**src/rtl/pit_pkg.sv**
```systemverilog
package pit_pkg;

    typedef enum logic [1:0] {
        ACC_LATCH = 2'b00,
        ACC_LO    = 2'b01,
        ACC_HI    = 2'b10,
        ACC_PAIR  = 2'b11
    } acc_e;

    typedef enum logic [2:0] {
        M_TC_INT    = 3'd0,
        M_ONESHOT   = 3'd1,
        M_RATE      = 3'd2,
        M_SQUARE    = 3'd3,
        M_SW_STROBE = 3'd4,
        M_HW_STROBE = 3'd5
    } mode_e;

    typedef struct packed {
        acc_e  acc;
        mode_e mode;
        logic  bcd;
    } cfg_t;

endpackage

```
**src/rtl/pit_cmd_decode.sv**
```systemverilog
module pit_cmd_decode
    import pit_pkg::*;
#(
    parameter int CHAN_ID = 0
) (
    input  logic       bus_wr,
    input  logic       bus_ctl,
    input  logic [7:0] bus_wdata,
    output logic       prog_en,
    output cfg_t       prog_cfg,
    output logic       latch_cnt,
    output logic       latch_sts,
    output logic       data_wr
);
    localparam logic [1:0] SEL_ME = 2'(CHAN_ID);
    localparam logic [1:0] SEL_RB = 2'b11;
    localparam int         RB_BIT = 1 + CHAN_ID;

    logic ctl_wr, mine, rb_hit, acc_zero;

    always_comb begin
        ctl_wr   = bus_wr && bus_ctl;
        mine     = ctl_wr && (bus_wdata[7:6] == SEL_ME);
        rb_hit   = ctl_wr && (bus_wdata[7:6] == SEL_RB) && bus_wdata[RB_BIT];
        acc_zero = (bus_wdata[5:4] == 2'b00);

        prog_en  = mine && !acc_zero;
        prog_cfg.acc  = acc_e'(bus_wdata[5:4]);
        prog_cfg.mode = bus_wdata[2] ? mode_e'({1'b0, 1'b1, bus_wdata[1]})
                                     : mode_e'(bus_wdata[3:1]);
        prog_cfg.bcd  = bus_wdata[0];

        latch_cnt = (mine && acc_zero) || (rb_hit && !bus_wdata[5]);
        latch_sts = rb_hit && !bus_wdata[4];
        data_wr   = bus_wr && !bus_ctl;
    end

endmodule

```
**src/rtl/pit_count_core.sv**
```systemverilog
module pit_count_core
    import pit_pkg::*;
#(
    parameter int CNT_W = 16
) (
    input  logic             clk,
    input  logic             rst_n,
    input  logic             tick_i,
    input  logic             gate_i,
    input  logic             prog_en,
    input  cfg_t             prog_cfg,
    input  logic             data_wr,
    input  logic [7:0]       wdata,
    output logic [CNT_W-1:0] cnt_o,
    output logic             out_o,
    output logic             null_o,
    output cfg_t             cfg_o
);
    localparam int NDIG = CNT_W / 4;

    typedef struct packed {
        cfg_t             cfg;
        logic [CNT_W-1:0] ce;
        logic [CNT_W-1:0] cr;
        logic             out;
        logic             nullc;
        logic             gate_s;
        logic             trig;
        logic             load_pend;
        logic             running;
        logic             halt;
        logic             fresh;
        logic             armed;
        logic             wff;
    } core_t;

    core_t s_q, s_d;

    function automatic logic [CNT_W-1:0] sub_cnt(input logic [CNT_W-1:0] v,
                                                 input logic [1:0] k,
                                                 input logic bcd);
        logic [CNT_W-1:0] r;
        logic [1:0]       brw;
        logic [4:0]       t;
        if (!bcd) begin
            r = v - CNT_W'(k);
        end else begin
            r   = v;
            brw = k;
            for (int i = 0; i < NDIG; i++) begin
                t = {1'b0, v[i*4 +: 4]} - {3'b000, brw};
                if (t[4]) begin
                    t   = t + 5'd10;
                    brw = 2'd1;
                end else begin
                    brw = 2'd0;
                end
                r[i*4 +: 4] = t[3:0];
            end
        end
        return r;
    endfunction

    logic [CNT_W-1:0] dec1, sq_next;
    logic [1:0]       step;
    logic             done, is_per, is_strobe;

    always_comb begin
        s_d       = s_q;
        dec1      = sub_cnt(s_q.ce, 2'd1, s_q.cfg.bcd);
        step      = (s_q.fresh && s_q.cr[0]) ? (s_q.out ? 2'd1 : 2'd3) : 2'd2;
        sq_next   = sub_cnt(s_q.ce, step, s_q.cfg.bcd);
        done      = 1'b0;
        is_per    = (s_q.cfg.mode == M_RATE) || (s_q.cfg.mode == M_SQUARE);
        is_strobe = (s_q.cfg.mode == M_SW_STROBE) || (s_q.cfg.mode == M_HW_STROBE);

        s_d.gate_s = gate_i;
        if (gate_i && !s_q.gate_s) s_d.trig = 1'b1;

        if (data_wr) begin
            case (s_q.cfg.acc)
                ACC_LO: begin s_d.cr = CNT_W'(wdata); done = 1'b1; end
                ACC_HI: begin s_d.cr = CNT_W'({wdata, 8'h00}); done = 1'b1; end
                ACC_PAIR: begin
                    if (!s_q.wff) begin
                        s_d.cr[7:0] = wdata;
                        s_d.wff     = 1'b1;
                        if (s_q.cfg.mode == M_TC_INT) s_d.halt = 1'b1;
                    end else begin
                        s_d.cr[CNT_W-1 -: 8] = wdata;
                        s_d.wff = 1'b0;
                        done    = 1'b1;
                    end
                end
                default: ;
            endcase
            if (done) begin
                s_d.nullc = 1'b1;
                s_d.halt  = 1'b0;
                if (s_q.cfg.mode == M_TC_INT) s_d.out = 1'b0;
                if (s_q.cfg.mode == M_TC_INT || s_q.cfg.mode == M_SW_STROBE ||
                    (is_per && !s_q.running))
                    s_d.load_pend = 1'b1;
            end
        end

        if (tick_i) begin
            if (is_strobe) s_d.out = 1'b1;
            case (s_q.cfg.mode)
                M_TC_INT: begin
                    if (s_q.load_pend) begin
                        s_d.ce = s_q.cr; s_d.load_pend = 1'b0;
                        s_d.nullc = 1'b0; s_d.running = 1'b1;
                    end else if (s_q.running && gate_i && !s_q.halt) begin
                        s_d.ce = dec1;
                        if (dec1 == '0) s_d.out = 1'b1;
                    end
                end
                M_ONESHOT, M_HW_STROBE: begin
                    if (s_q.trig) begin
                        s_d.ce = s_q.cr; s_d.trig = 1'b0; s_d.nullc = 1'b0;
                        s_d.running = 1'b1; s_d.armed = 1'b1;
                        s_d.out = (s_q.cfg.mode == M_HW_STROBE);
                    end else if (s_q.running) begin
                        s_d.ce = dec1;
                        if (dec1 == '0) begin
                            s_d.out   = (s_q.cfg.mode == M_ONESHOT) || !s_q.armed;
                            s_d.armed = 1'b0;
                        end
                    end
                end
                M_RATE, M_SQUARE: begin
                    if ((s_q.load_pend || s_q.trig) && gate_i) begin
                        s_d.ce = s_q.cr; s_d.load_pend = 1'b0; s_d.trig = 1'b0;
                        s_d.nullc = 1'b0; s_d.out = 1'b1;
                        s_d.running = 1'b1; s_d.fresh = 1'b1;
                    end else if (s_q.running && gate_i) begin
                        if (s_q.cfg.mode == M_RATE) begin
                            if (s_q.ce == CNT_W'(1)) begin
                                s_d.ce = s_q.cr; s_d.nullc = 1'b0; s_d.out = 1'b1;
                            end else begin
                                s_d.ce  = dec1;
                                s_d.out = (dec1 != CNT_W'(1));
                            end
                        end else if (s_q.ce == CNT_W'(step)) begin
                            s_d.out = !s_q.out; s_d.ce = s_q.cr;
                            s_d.nullc = 1'b0; s_d.fresh = 1'b1;
                        end else begin
                            s_d.ce = sq_next; s_d.fresh = 1'b0;
                        end
                    end
                end
                M_SW_STROBE: begin
                    if (s_q.load_pend) begin
                        s_d.ce = s_q.cr; s_d.load_pend = 1'b0; s_d.nullc = 1'b0;
                        s_d.running = 1'b1; s_d.armed = 1'b1;
                    end else if (s_q.running && gate_i) begin
                        s_d.ce = dec1;
                        if (s_q.armed && dec1 == '0) begin
                            s_d.out = 1'b0; s_d.armed = 1'b0;
                        end
                    end
                end
                default: ;
            endcase
        end

        if (is_per && !gate_i) s_d.out = 1'b1;

        if (prog_en) begin
            s_d.cfg       = prog_cfg;
            s_d.out       = (prog_cfg.mode != M_TC_INT);
            s_d.nullc     = 1'b1;
            s_d.load_pend = 1'b0;
            s_d.running   = 1'b0;
            s_d.halt      = 1'b0;
            s_d.trig      = 1'b0;
            s_d.wff       = 1'b0;
            s_d.armed     = 1'b0;
            s_d.fresh     = 1'b0;
        end
    end

    always_ff @(posedge clk) begin
        if (!rst_n) begin
            s_q       <= '0;
            s_q.out   <= 1'b1;
            s_q.nullc <= 1'b1;
        end else begin
            s_q <= s_d;
        end
    end

    assign cnt_o  = s_q.ce;
    assign out_o  = s_q.out;
    assign null_o = s_q.nullc;
    assign cfg_o  = s_q.cfg;

    // programming mode 0 drives the output low
    p_mode0_prog_low_r4: assert property (@(posedge clk) disable iff (!rst_n)
        prog_en && (prog_cfg.mode == M_TC_INT) |=> !out_o);

    // a low gate in a periodic mode forces the output high
    p_gate_forces_high_r6: assert property (@(posedge clk) disable iff (!rst_n)
        (s_q.cfg.mode == M_RATE || s_q.cfg.mode == M_SQUARE) && !gate_i && !prog_en
        |=> out_o);

    // a strobe lasts a single tick
    p_strobe_single_r8: assert property (@(posedge clk) disable iff (!rst_n)
        (s_q.cfg.mode == M_SW_STROBE || s_q.cfg.mode == M_HW_STROBE) &&
        !out_o && tick_i && !prog_en |=> out_o);

endmodule

```
**src/rtl/pit_readout.sv**
```systemverilog
module pit_readout
    import pit_pkg::*;
#(
    parameter int CNT_W = 16
) (
    input  logic             clk,
    input  logic             rst_n,
    input  logic             clear_i,
    input  logic             latch_cnt_i,
    input  logic             latch_sts_i,
    input  logic             rd_i,
    input  acc_e             acc_i,
    input  logic [CNT_W-1:0] cnt_i,
    input  logic [7:0]       sts_i,
    output logic [7:0]       rdata_o
);
    typedef struct packed {
        logic [CNT_W-1:0] ol;
        logic             ol_v;
        logic [7:0]       st;
        logic             st_v;
        logic             rff;
    } rd_t;

    rd_t r_q, r_d;
    logic [CNT_W-1:0] src;

    always_comb begin
        src = r_q.ol_v ? r_q.ol : cnt_i;
        if (r_q.st_v)                                rdata_o = r_q.st;
        else if (acc_i == ACC_HI)                    rdata_o = src[CNT_W-1 -: 8];
        else if (acc_i == ACC_PAIR && r_q.rff)       rdata_o = src[CNT_W-1 -: 8];
        else                                         rdata_o = src[7:0];

        r_d = r_q;
        if (rd_i) begin
            if (r_q.st_v) begin
                r_d.st_v = 1'b0;
            end else if (acc_i == ACC_PAIR && !r_q.rff) begin
                r_d.rff = 1'b1;
            end else begin
                r_d.rff  = 1'b0;
                r_d.ol_v = 1'b0;
            end
        end
        if (latch_cnt_i && !r_d.ol_v) begin
            r_d.ol   = cnt_i;
            r_d.ol_v = 1'b1;
        end
        if (latch_sts_i && !r_d.st_v) begin
            r_d.st   = sts_i;
            r_d.st_v = 1'b1;
        end
        if (clear_i) r_d = '0;
    end

    always_ff @(posedge clk) begin
        if (!rst_n) r_q <= '0;
        else        r_q <= r_d;
    end

    // a latched count stays frozen until it is read
    p_latch_hold_r11: assert property (@(posedge clk) disable iff (!rst_n)
        r_q.ol_v && !rd_i && !clear_i |=> $stable(r_q.ol) && r_q.ol_v);

    // a pending status byte is consumed by one read
    p_status_pop_r12: assert property (@(posedge clk) disable iff (!rst_n)
        r_q.st_v && rd_i && !latch_sts_i |=> !r_q.st_v);

endmodule

```
**src/rtl/pit_channel.sv**
```systemverilog
module pit_channel
    import pit_pkg::*;
#(
    parameter int CHAN_ID = 0,
    parameter int CNT_W   = 16
) (
    input  logic       clk,
    input  logic       rst_n,
    input  logic       bus_wr,
    input  logic       bus_rd,
    input  logic       bus_ctl,
    input  logic [7:0] bus_wdata,
    output logic [7:0] bus_rdata,
    input  logic       cnt_tick,
    input  logic       cnt_gate,
    output logic       cnt_out
);
    logic             prog_en, latch_cnt, latch_sts, data_wr, null_c;
    cfg_t             prog_cfg, cfg;
    logic [CNT_W-1:0] cnt;
    logic [7:0]       sts;

    pit_cmd_decode #(.CHAN_ID(CHAN_ID)) u_dec (
        .bus_wr    (bus_wr),
        .bus_ctl   (bus_ctl),
        .bus_wdata (bus_wdata),
        .prog_en   (prog_en),
        .prog_cfg  (prog_cfg),
        .latch_cnt (latch_cnt),
        .latch_sts (latch_sts),
        .data_wr   (data_wr)
    );

    pit_count_core #(.CNT_W(CNT_W)) u_core (
        .clk      (clk),
        .rst_n    (rst_n),
        .tick_i   (cnt_tick),
        .gate_i   (cnt_gate),
        .prog_en  (prog_en),
        .prog_cfg (prog_cfg),
        .data_wr  (data_wr),
        .wdata    (bus_wdata),
        .cnt_o    (cnt),
        .out_o    (cnt_out),
        .null_o   (null_c),
        .cfg_o    (cfg)
    );

    assign sts = {cnt_out, null_c, cfg};

    pit_readout #(.CNT_W(CNT_W)) u_rd (
        .clk         (clk),
        .rst_n       (rst_n),
        .clear_i     (prog_en),
        .latch_cnt_i (latch_cnt),
        .latch_sts_i (latch_sts),
        .rd_i        (bus_rd && !bus_ctl),
        .acc_i       (cfg.acc),
        .cnt_i       (cnt),
        .sts_i       (sts),
        .rdata_o     (bus_rdata)
    );

endmodule

```
**config.mk**
```make
export PLATFORM = sky130hd
export DESIGN_NAME = pit_channel
export DESIGN_NICKNAME = d
export VERILOG_FILES = /design/src/rtl/pit_pkg.sv /design/src/rtl/pit_cmd_decode.sv /design/src/rtl/pit_count_core.sv /design/src/rtl/pit_readout.sv /design/src/rtl/pit_channel.sv
export SDC_FILE = /design/constraint.sdc
export NUM_CORES = 1
export LEC_CHECK = 0
export ABC_AREA = 1
export BUFFER_PORTS_ARGS = -buffer_cell sky130_fd_sc_hd__buf_2
export CELL_PAD_IN_SITES_DETAIL_PLACEMENT = 1
export CELL_PAD_IN_SITES_GLOBAL_PLACEMENT = 1
export CORE_ASPECT_RATIO = 1.4
export CORE_UTILIZATION = 45
export CTS_CLUSTER_DIAMETER = 80
export DETAILED_ROUTE_END_ITERATION = 16
export PLACE_DENSITY = 0.81
export SETUP_SLACK_MARGIN = 0.5
export SYNTH_ARGS = -nofsm -noshare
export SYNTH_HDL_FRONTEND = slang
export SYNTH_SLANG_ARGS = --single-unit
```
**constraint.sdc**
```tcl
create_clock -name clk -period 5.1 [get_ports clk]
set_input_delay 0.51 -clock clk [delete_from_list [all_inputs] [get_ports clk]]
set_output_delay 0.51 -clock clk [all_outputs]
set_load 0.05 [all_outputs]
```
Word-level counts from Yosys, hierarchy flattened

Cells that the tools add are included.

Bits in registers: 75
Input bits: 15
Output and inout port bits: 9
Logic and storage cells: 242

Add/subtract/negate cells: 18
Equal/unequal tests: 25
Mux-type cells: 108
Bitwise gates (word level): 2
Reductions and logical operators: 68

Operators with widths:

| kind                                                                    | number |
|---|---|
| 16-bit two-way mux                                                      | 14 |
| 16-bit case mux with 4 select lines                                     | 1 |
| 1-bit two-way mux                                                       | 52 |
| 16-bit case mux with 3 select lines                                     | 1 |
| 8-bit two-way mux                                                       | 5 |
| 2-bit two-way mux                                                       | 18 |
| 4-bit by 2-bit subtractor with 5-bit output                             | 7 |
| 4-bit adder (second input constant)                                     | 8 |
| 4-bit two-way mux                                                       | 8 |
| 1-bit logical AND                                                       | 22 |
| 16-bit by 1-bit equality test with 1-bit output (second input constant) | 1 |
| 16-bit by 2-bit equality test with 1-bit output                         | 1 |
| 16-bit logical NOT                                                      | 1 |
| 16-bit by 1-bit != test with 1-bit output (second input constant)       | 1 |
| 16-bit by 1-bit subtractor with 16-bit output (second input constant)   | 1 |
| 16-bit by 2-bit subtractor with 16-bit output                           | 1 |
| 1-bit logical NOT                                                       | 13 |
| 6-bit AND reduction                                                     | 2 |
| 2-bit by 1-bit != test with 1-bit output (second input constant)        | 5 |
| 2-bit OR reduction                                                      | 5 |
| 3-bit two-way mux                                                       | 3 |
| 3-bit by 1-bit != test with 1-bit output (second input constant)        | 3 |
| 3-bit by 2-bit != test with 1-bit output (second input constant)        | 3 |
| 3-bit nonzero test                                                      | 3 |
| other kinds (20)                                                        | 42 |

Longest topological paths before layout

Depth in word-level cells: 22
Depth in mapped cells: 35
Mapped depth without buffers: 35

By module

Synthesis repeated with hierarchy kept, for this count alone.

Cells, all modules: 990
Area total of the unflattened synthesis: 6307.3 sq um

Modules (own cells, without submodules):

| module         | times used | cells each | area an instance (sq um) | sequential area each (sq um) |
|---|---|---|---|---|
| pit_count_core | 1          | 733        | 4717.0                   | 960.9 |
| pit_readout    | 1          | 231        | 1466.4                   | 540.5 |
| pit_cmd_decode | 1          | 24         | 113.9                    | 0.0 |
| pit_channel    | 1          | 2          | 10.0                     | 0.0 |

Worst setup path before layout

OpenSTA, ideal clock, no wires.

Path type: register to register
Start: register u_core.s_q, in the netlist u_core.cnt_o[1]
End: register u_core.s_q, in the netlist u_core.out_o
Library setup time: 0.113 ns
Arrival: 3.968 ns
Data required time: 4.987 ns
Setup slack: 1.018 ns
Cell stages (with the launch flop): 35
Path buffers: 0
Period minus slack after synthesis: 4.082 ns
Path through: dfxtp_1 > inv_1 > ha_1 > nand2_1 > nor2_2 > ha_1 > ha_1 > nand2_1 > inv_1 > ha_1 > ha_1 > inv_1 > nor2_2 > ha_1 > ha_1 > nor2_1 > inv_1 > nand2_1 > ha_1 > o21ai_2 > nand3_1 > nand3_1 > nand2_1 > nor2_1 > nand3_1 > nor2_2 > nand3_1 > nand2_1 > nand3_1 > nand2_1 > nand2_1 > nand2_1 > nand2_1 > nand2_1 > nand2_1

Cells in the longest elaborated chain, start to end: 22
Elaborated cells between the ends (all ways): 43
Classes of those cells: add/sub (9); eq/ne (3); mux (29); reduce/logical (2)

RTL lines:

| what                                                   | RTL line                                     | RTL |
|---|---|---|
| from (decl)                                            | pit_count_core.sv:37                         | `core_t s_q, s_d;` |
| 4-bit by 1-bit subtractor with 5-bit output            | pit_count_core.sv:51                         | `t = {1'b0, v[i*4 +: 4]} - {3'b000, brw};` |
| 1-bit two-way mux                                      | pit_count_core.sv:52                         | `if (t[4]) begin` |
| 2-bit two-way mux                                      | pit_count_core.sv:45                         | `if (!bcd) begin` |
| 4-bit by 2-bit subtractor with 5-bit output            | pit_count_core.sv:51                         |  |
| 1-bit two-way mux                                      | pit_count_core.sv:52                         |  |
| 2-bit two-way mux                                      | pit_count_core.sv:45                         |  |
| 4-bit by 2-bit subtractor with 5-bit output            | pit_count_core.sv:51                         |  |
| 1-bit two-way mux                                      | pit_count_core.sv:52                         |  |
| (+6 left out)                                          | -                                            |  |
| 1-bit two-way mux or 1-bit logical AND (tied branches) | pit_count_core.sv:139, pit_count_core.sv:159 |  |
| 2-bit two-way mux or 1-bit two-way mux (tied branches) | pit_count_core.sv:138, pit_count_core.sv:159 |  |
| 2-bit two-way mux or 1-bit two-way mux (tied branches) | pit_count_core.sv:137, pit_count_core.sv:157 |  |
| 2-bit two-way mux or 1-bit two-way mux (tied branches) | pit_count_core.sv:133, pit_count_core.sv:154 |  |
| 2-bit case mux with 4 select lines *                   | pit_count_core.sv:109                        | `case (s_q.cfg.mode)` |
| 2-bit two-way mux *                                    | pit_count_core.sv:107                        | `if (tick_i) begin` |
| 1-bit two-way mux *                                    | pit_count_core.sv:168                        | `if (is_per && !gate_i) s_d.out = 1'b1;` |
| 2-bit two-way mux *                                    | pit_count_core.sv:170                        | `if (prog_en) begin` |

Mark *: on every way between the ends. The rest lies on a longest branch, timed or not. The select of a mux whose other input is x is not followed.
A chain may end at the register's enable or synchronous reset.

Worst setup path after layout

Start: register u_core.s_q[10] (netlist bit)
End: register u_core.s_q, in the netlist u_core.cnt_o[15]

Cells in the longest elaborated chain, start to end: 20
Elaborated cells between the ends (all ways): 22
Classes of those cells: add/sub (6); eq/ne (1); mux (14); reduce/logical (1)

RTL lines:

| what                                        | RTL line              | RTL |
|---|---|---|
| 1-bit logical AND *                         | pit_count_core.sv:71  | `step = (s_q.fresh && s_q.cr[0]) ? (s_q.out ? 2'd1 : 2'd3) : 2'd2;` |
| 2-bit two-way mux *                         | pit_count_core.sv:71  |  |
| 4-bit by 2-bit subtractor with 5-bit output | pit_count_core.sv:51  |  |
| 1-bit two-way mux                           | pit_count_core.sv:52  |  |
| 2-bit two-way mux                           | pit_count_core.sv:45  |  |
| 4-bit by 2-bit subtractor with 5-bit output | pit_count_core.sv:51  |  |
| 1-bit two-way mux                           | pit_count_core.sv:52  |  |
| 2-bit two-way mux                           | pit_count_core.sv:45  |  |
| (+4 left out)                               | -                     |  |
| 4-bit adder                                 | pit_count_core.sv:53  | `t = t + 5'd10;` |
| 4-bit two-way mux                           | pit_count_core.sv:52  |  |
| 16-bit two-way mux                          | pit_count_core.sv:45  |  |
| 16-bit two-way mux *                        | pit_count_core.sv:145 | `end else if (s_q.ce == CNT_W'(step)) begin` |
| 16-bit two-way mux *                        | pit_count_core.sv:138 | `if (s_q.cfg.mode == M_RATE) begin` |
| 16-bit two-way mux *                        | pit_count_core.sv:137 | `end else if (s_q.running && gate_i) begin` |
| 16-bit two-way mux *                        | pit_count_core.sv:133 | `if ((s_q.load_pend \|\| s_q.trig) && gate_i) begin` |
| 16-bit case mux with 4 select lines *       | pit_count_core.sv:109 |  |

Marked as above.

==> impl_metrics.yaml <==
sta:
  setup_viol: 0
  fmax_mhz: 228.7
  setup_tns_ns: 0
  fin_hold_ws_ns: 0.4325
  min_period_ns: 4.373
  finalHoldViolations: 0
  drv_slew: 0
  timing.final.ws_setup_ns: 0.7270
  maxSlewHeadroom_pct: 27.24
  fin_crit_sh_pct: 85.75
  fin_skew_ns: 0.01131
  grt_setup_unrepaired: "false"
  tightest_slew_ns: 1.090
yosys:
  async_flop_share_pct: 0
  synth_nets: 944
  synth_top_area_share_pct: 25.67
  synth-compound-area-share_pct: 27.04
  yosys.cell_types.count: 48
  synth-xor-area-share_pct: 1.647
  yosys_warnings: 0
  synth_edf_count: 0
  ys.flop_type: "dfxtp_1"
  ys_top_cells_by_count: "nand2_1, inv_1, a21oi_1, o21ai_0, dfxtp_1"
  syn_avg_cell_area_um2: 6.505
  synth_area_mm2: 0.005848
  ys_seq_area_share_pct: 25.67
  synthSimpleGateAreaFrac_pct: 28.67
  synthMuxAreaShare_pct: 0
  synth.most_common_cell: "nand2_1"
  synth-seq-cells: 75
  yosys.area.top_type: "dfxtp_1"
  synthAdderAreaFrac_pct: 6.547
  synth_cells: 899
  synth_area_leaders: "dfxtp_1, nand2_1, a21oi_1"
  synth_top_family_by_area: "simple AND/OR/NAND/NOR gates"
final_layout:
  diodes: 0
  multiInputGateArea_mm2: 0.003830
  fin_nets: 959
  drive_gt1_share_pct: 13.30
  syn_to_final_growth_pct: 11.66
  fin_area_mm2: 0.006530
  n_fill_cell: 1711
  register_area_mm2: 0.001510
routing:
  drt-total-wl_mm: 23.74
  top_layer_used: "met4"
  wl_met1_mm: 9.097
  first_pass_iters: 4
  drt-initial-drc-count: 387
  dr_wl_met2_mm: 12.02
  dr_wl_met3_mm: 1.049
  postRouteAntennaNets: 0
  drc_errors: 0
  wl_per_cell_um: 22.25
  num_vias: 6605
  avgViaCountPerCell: 6.190
global_route:
  grt_overflow_total: 0
  grt_pass1_vias: 6695
  grt_max_degree: 34
  grt_pass1_wl_mm: 36.11
  track_usage_pct: 35.34
  grt_antenna_before_repair: 0
hold_path:
  hp-class: "input pin to flop"
flow_run:
  maxCapViolations: 0
placement:
  portBuffers: 23
  dpl_cell_area_mm2: 0.006022
  preCtsSetupSlack_ns: 0.1779
  dp_hpwl_mm: 17.91
  place.gp.congestion: 0.9639
power:
  total_power_w: 0.002216
  ir_drop_uv: 172.7
  p_leak_nw: 2.853
  powerDensity_mw_per_mm2: 339.3
clocking:
  cts_max_level: 3
  cts_tree: "built"
  insertion_delay_ns: 0.35
  ctsHoldBuffers: 0
  cts.root.buffer_cell: "clkbuf_16"
  cts.path.max_buffers: 2
  numCtsBuffers: 9
  clkTransAtPathRegs_ns: 0.07
  clkSinkCount: 75
floorplanning:
  die_h_um: 136.9
  die_area_mm2: 0.01346
  die_x_um: 98.35
  core_mm2: 0.01249
  rows: 48
  num_io_pins: 24
  initial_core_util_pct: 46.81
critical_path:
  crit_fanout: 6
  cp_data_arrival_time_ns: 4.61
  critPathLaunchType: "flop"
  cp-end-kind: "flop"
  critical_path_class: "flop to flop"
  required_ns: 5.34
run_status:
  status: "complete, no violations"
[registers in the layout, indices dropped and copies added (netlist names)]
name,count
u_core.cfg_o,6
u_core.cnt_o,16
u_core.null_o,1
u_core.out_o,1
u_core.s_q,24
u_rd.r_q,27
[through the flow]
step	utilization, %	instances
floorplan	-	899
global placement	48.21	1043
detailed placement	48.21	1043
CTS	51.17	1058
global route	52.27	1067
finish	52.27	1067
[worst max-delay path, stage by stage (launching register included)]
cell       delay, ns
dfxtp_4         0.40
nand2_1         0.10
inv_1           0.07
ha_1            0.14
inv_1           0.06
fa_2            0.39
nor2_4          0.14
ha_1            0.21
ha_1            0.19
nand2_1         0.09
inv_1           0.12
ha_1            0.21
ha_1            0.20
nand2_1         0.13
inv_1           0.09
ha_1            0.20
ha_1            0.21
xor2_1          0.11
ha_1            0.23
o21ai_2         0.17
o21ai_0         0.12
a21oi_2         0.18
nor2_1          0.06
a32oi_1         0.16
o2111ai_1       0.13
o211ai_1        0.11
inv_1           0.05
[cell type report]
cell class,instances,area share (%)
clock inverter,5,1.590
inverter,120,6.936
multi-input combinational,671,58.65
tap,150,2.874
timing repair buffer,37,3.372
sequential,75,23.13
clock buffer,9,3.449
[logic make-up (layout without fill, tap and decap cells)]
| group | after synthesis | after routing |
|---|---|---|
| and+or+nand+nor | 365 | 365 |
| AOI/OAI and AO/OA | 265 | 265 |
| buffers and inverters | 153 | 171 |
| DFF | 75 | 75 |
| adders and majority gates | 30 | 30 |
| xor gates and xnor gates | 11 | 11 |
[final timing paths]
path / endpoint / start / slack, ns / cells past startpoint
worst max register to register: u_core.cnt_o[15]$_SDFFE_PN0P_ / u_core.s_q[10]$_SDFFE_PN0P_ / 0.73 / 26
worst max-delay path: u_core.cnt_o[15]$_SDFFE_PN0P_ / u_core.s_q[10]$_SDFFE_PN0P_ / 0.73 / 26
worst min register to register: u_rd.r_q[3]$_SDFFE_PP0P_ / u_rd.r_q[3]$_SDFFE_PP0P_ / 0.45 / 2
worst min-delay path: u_core.s_q[7]$_SDFF_PN0_ / cnt_gate / 0.43 / 3
[per-layer routing]
metal | GRT usage (%) | vias to the layer above
met2 | 64.16 | 226
met4 | 25.12 | 0
met5 | 0 | -
li1 | - | 3102
met1 | 37.01 | 3172
met3 | 5.975 | 105
[cells in the final DEF, fill, tap and decap left out, drive strengths merged, types with 4 or more instances in the layout]
master,count
ha,29
o2111ai,4
xor2,8
nand2,179
nor3,11
a22oi,8
a21oi,84
o21ai,93
nand4,6
a31oi,8
nor2,92
o21a,4
o211ai,25
o311ai,4
o22ai,8
a221oi,7
inv,119
a211oi,6
clkbuf,9
nand3,71
dfxtp,75
buf,37
or2,4
o221ai,4
[what timing repair did]
action,4_1_cts,5_1_grt
gates resized for setup,11,16
setup endpoints to repair,3,4
endpoints found under the hold margin,0,0
pin swaps,0,5
buffers inserted,1,9
[report_power, final]
group | switching (W) | leakage [nW] | internal [W] | total, W
logic | 0.000551 | 2.08 | 0.000292 | 0.000842
registers | 0.0000298 | 0.609 | 0.000602 | 0.000632
clock network | 0.000268 | 0.161 | 0.000473 | 0.000741
Power figures use the tool's default switching activity.
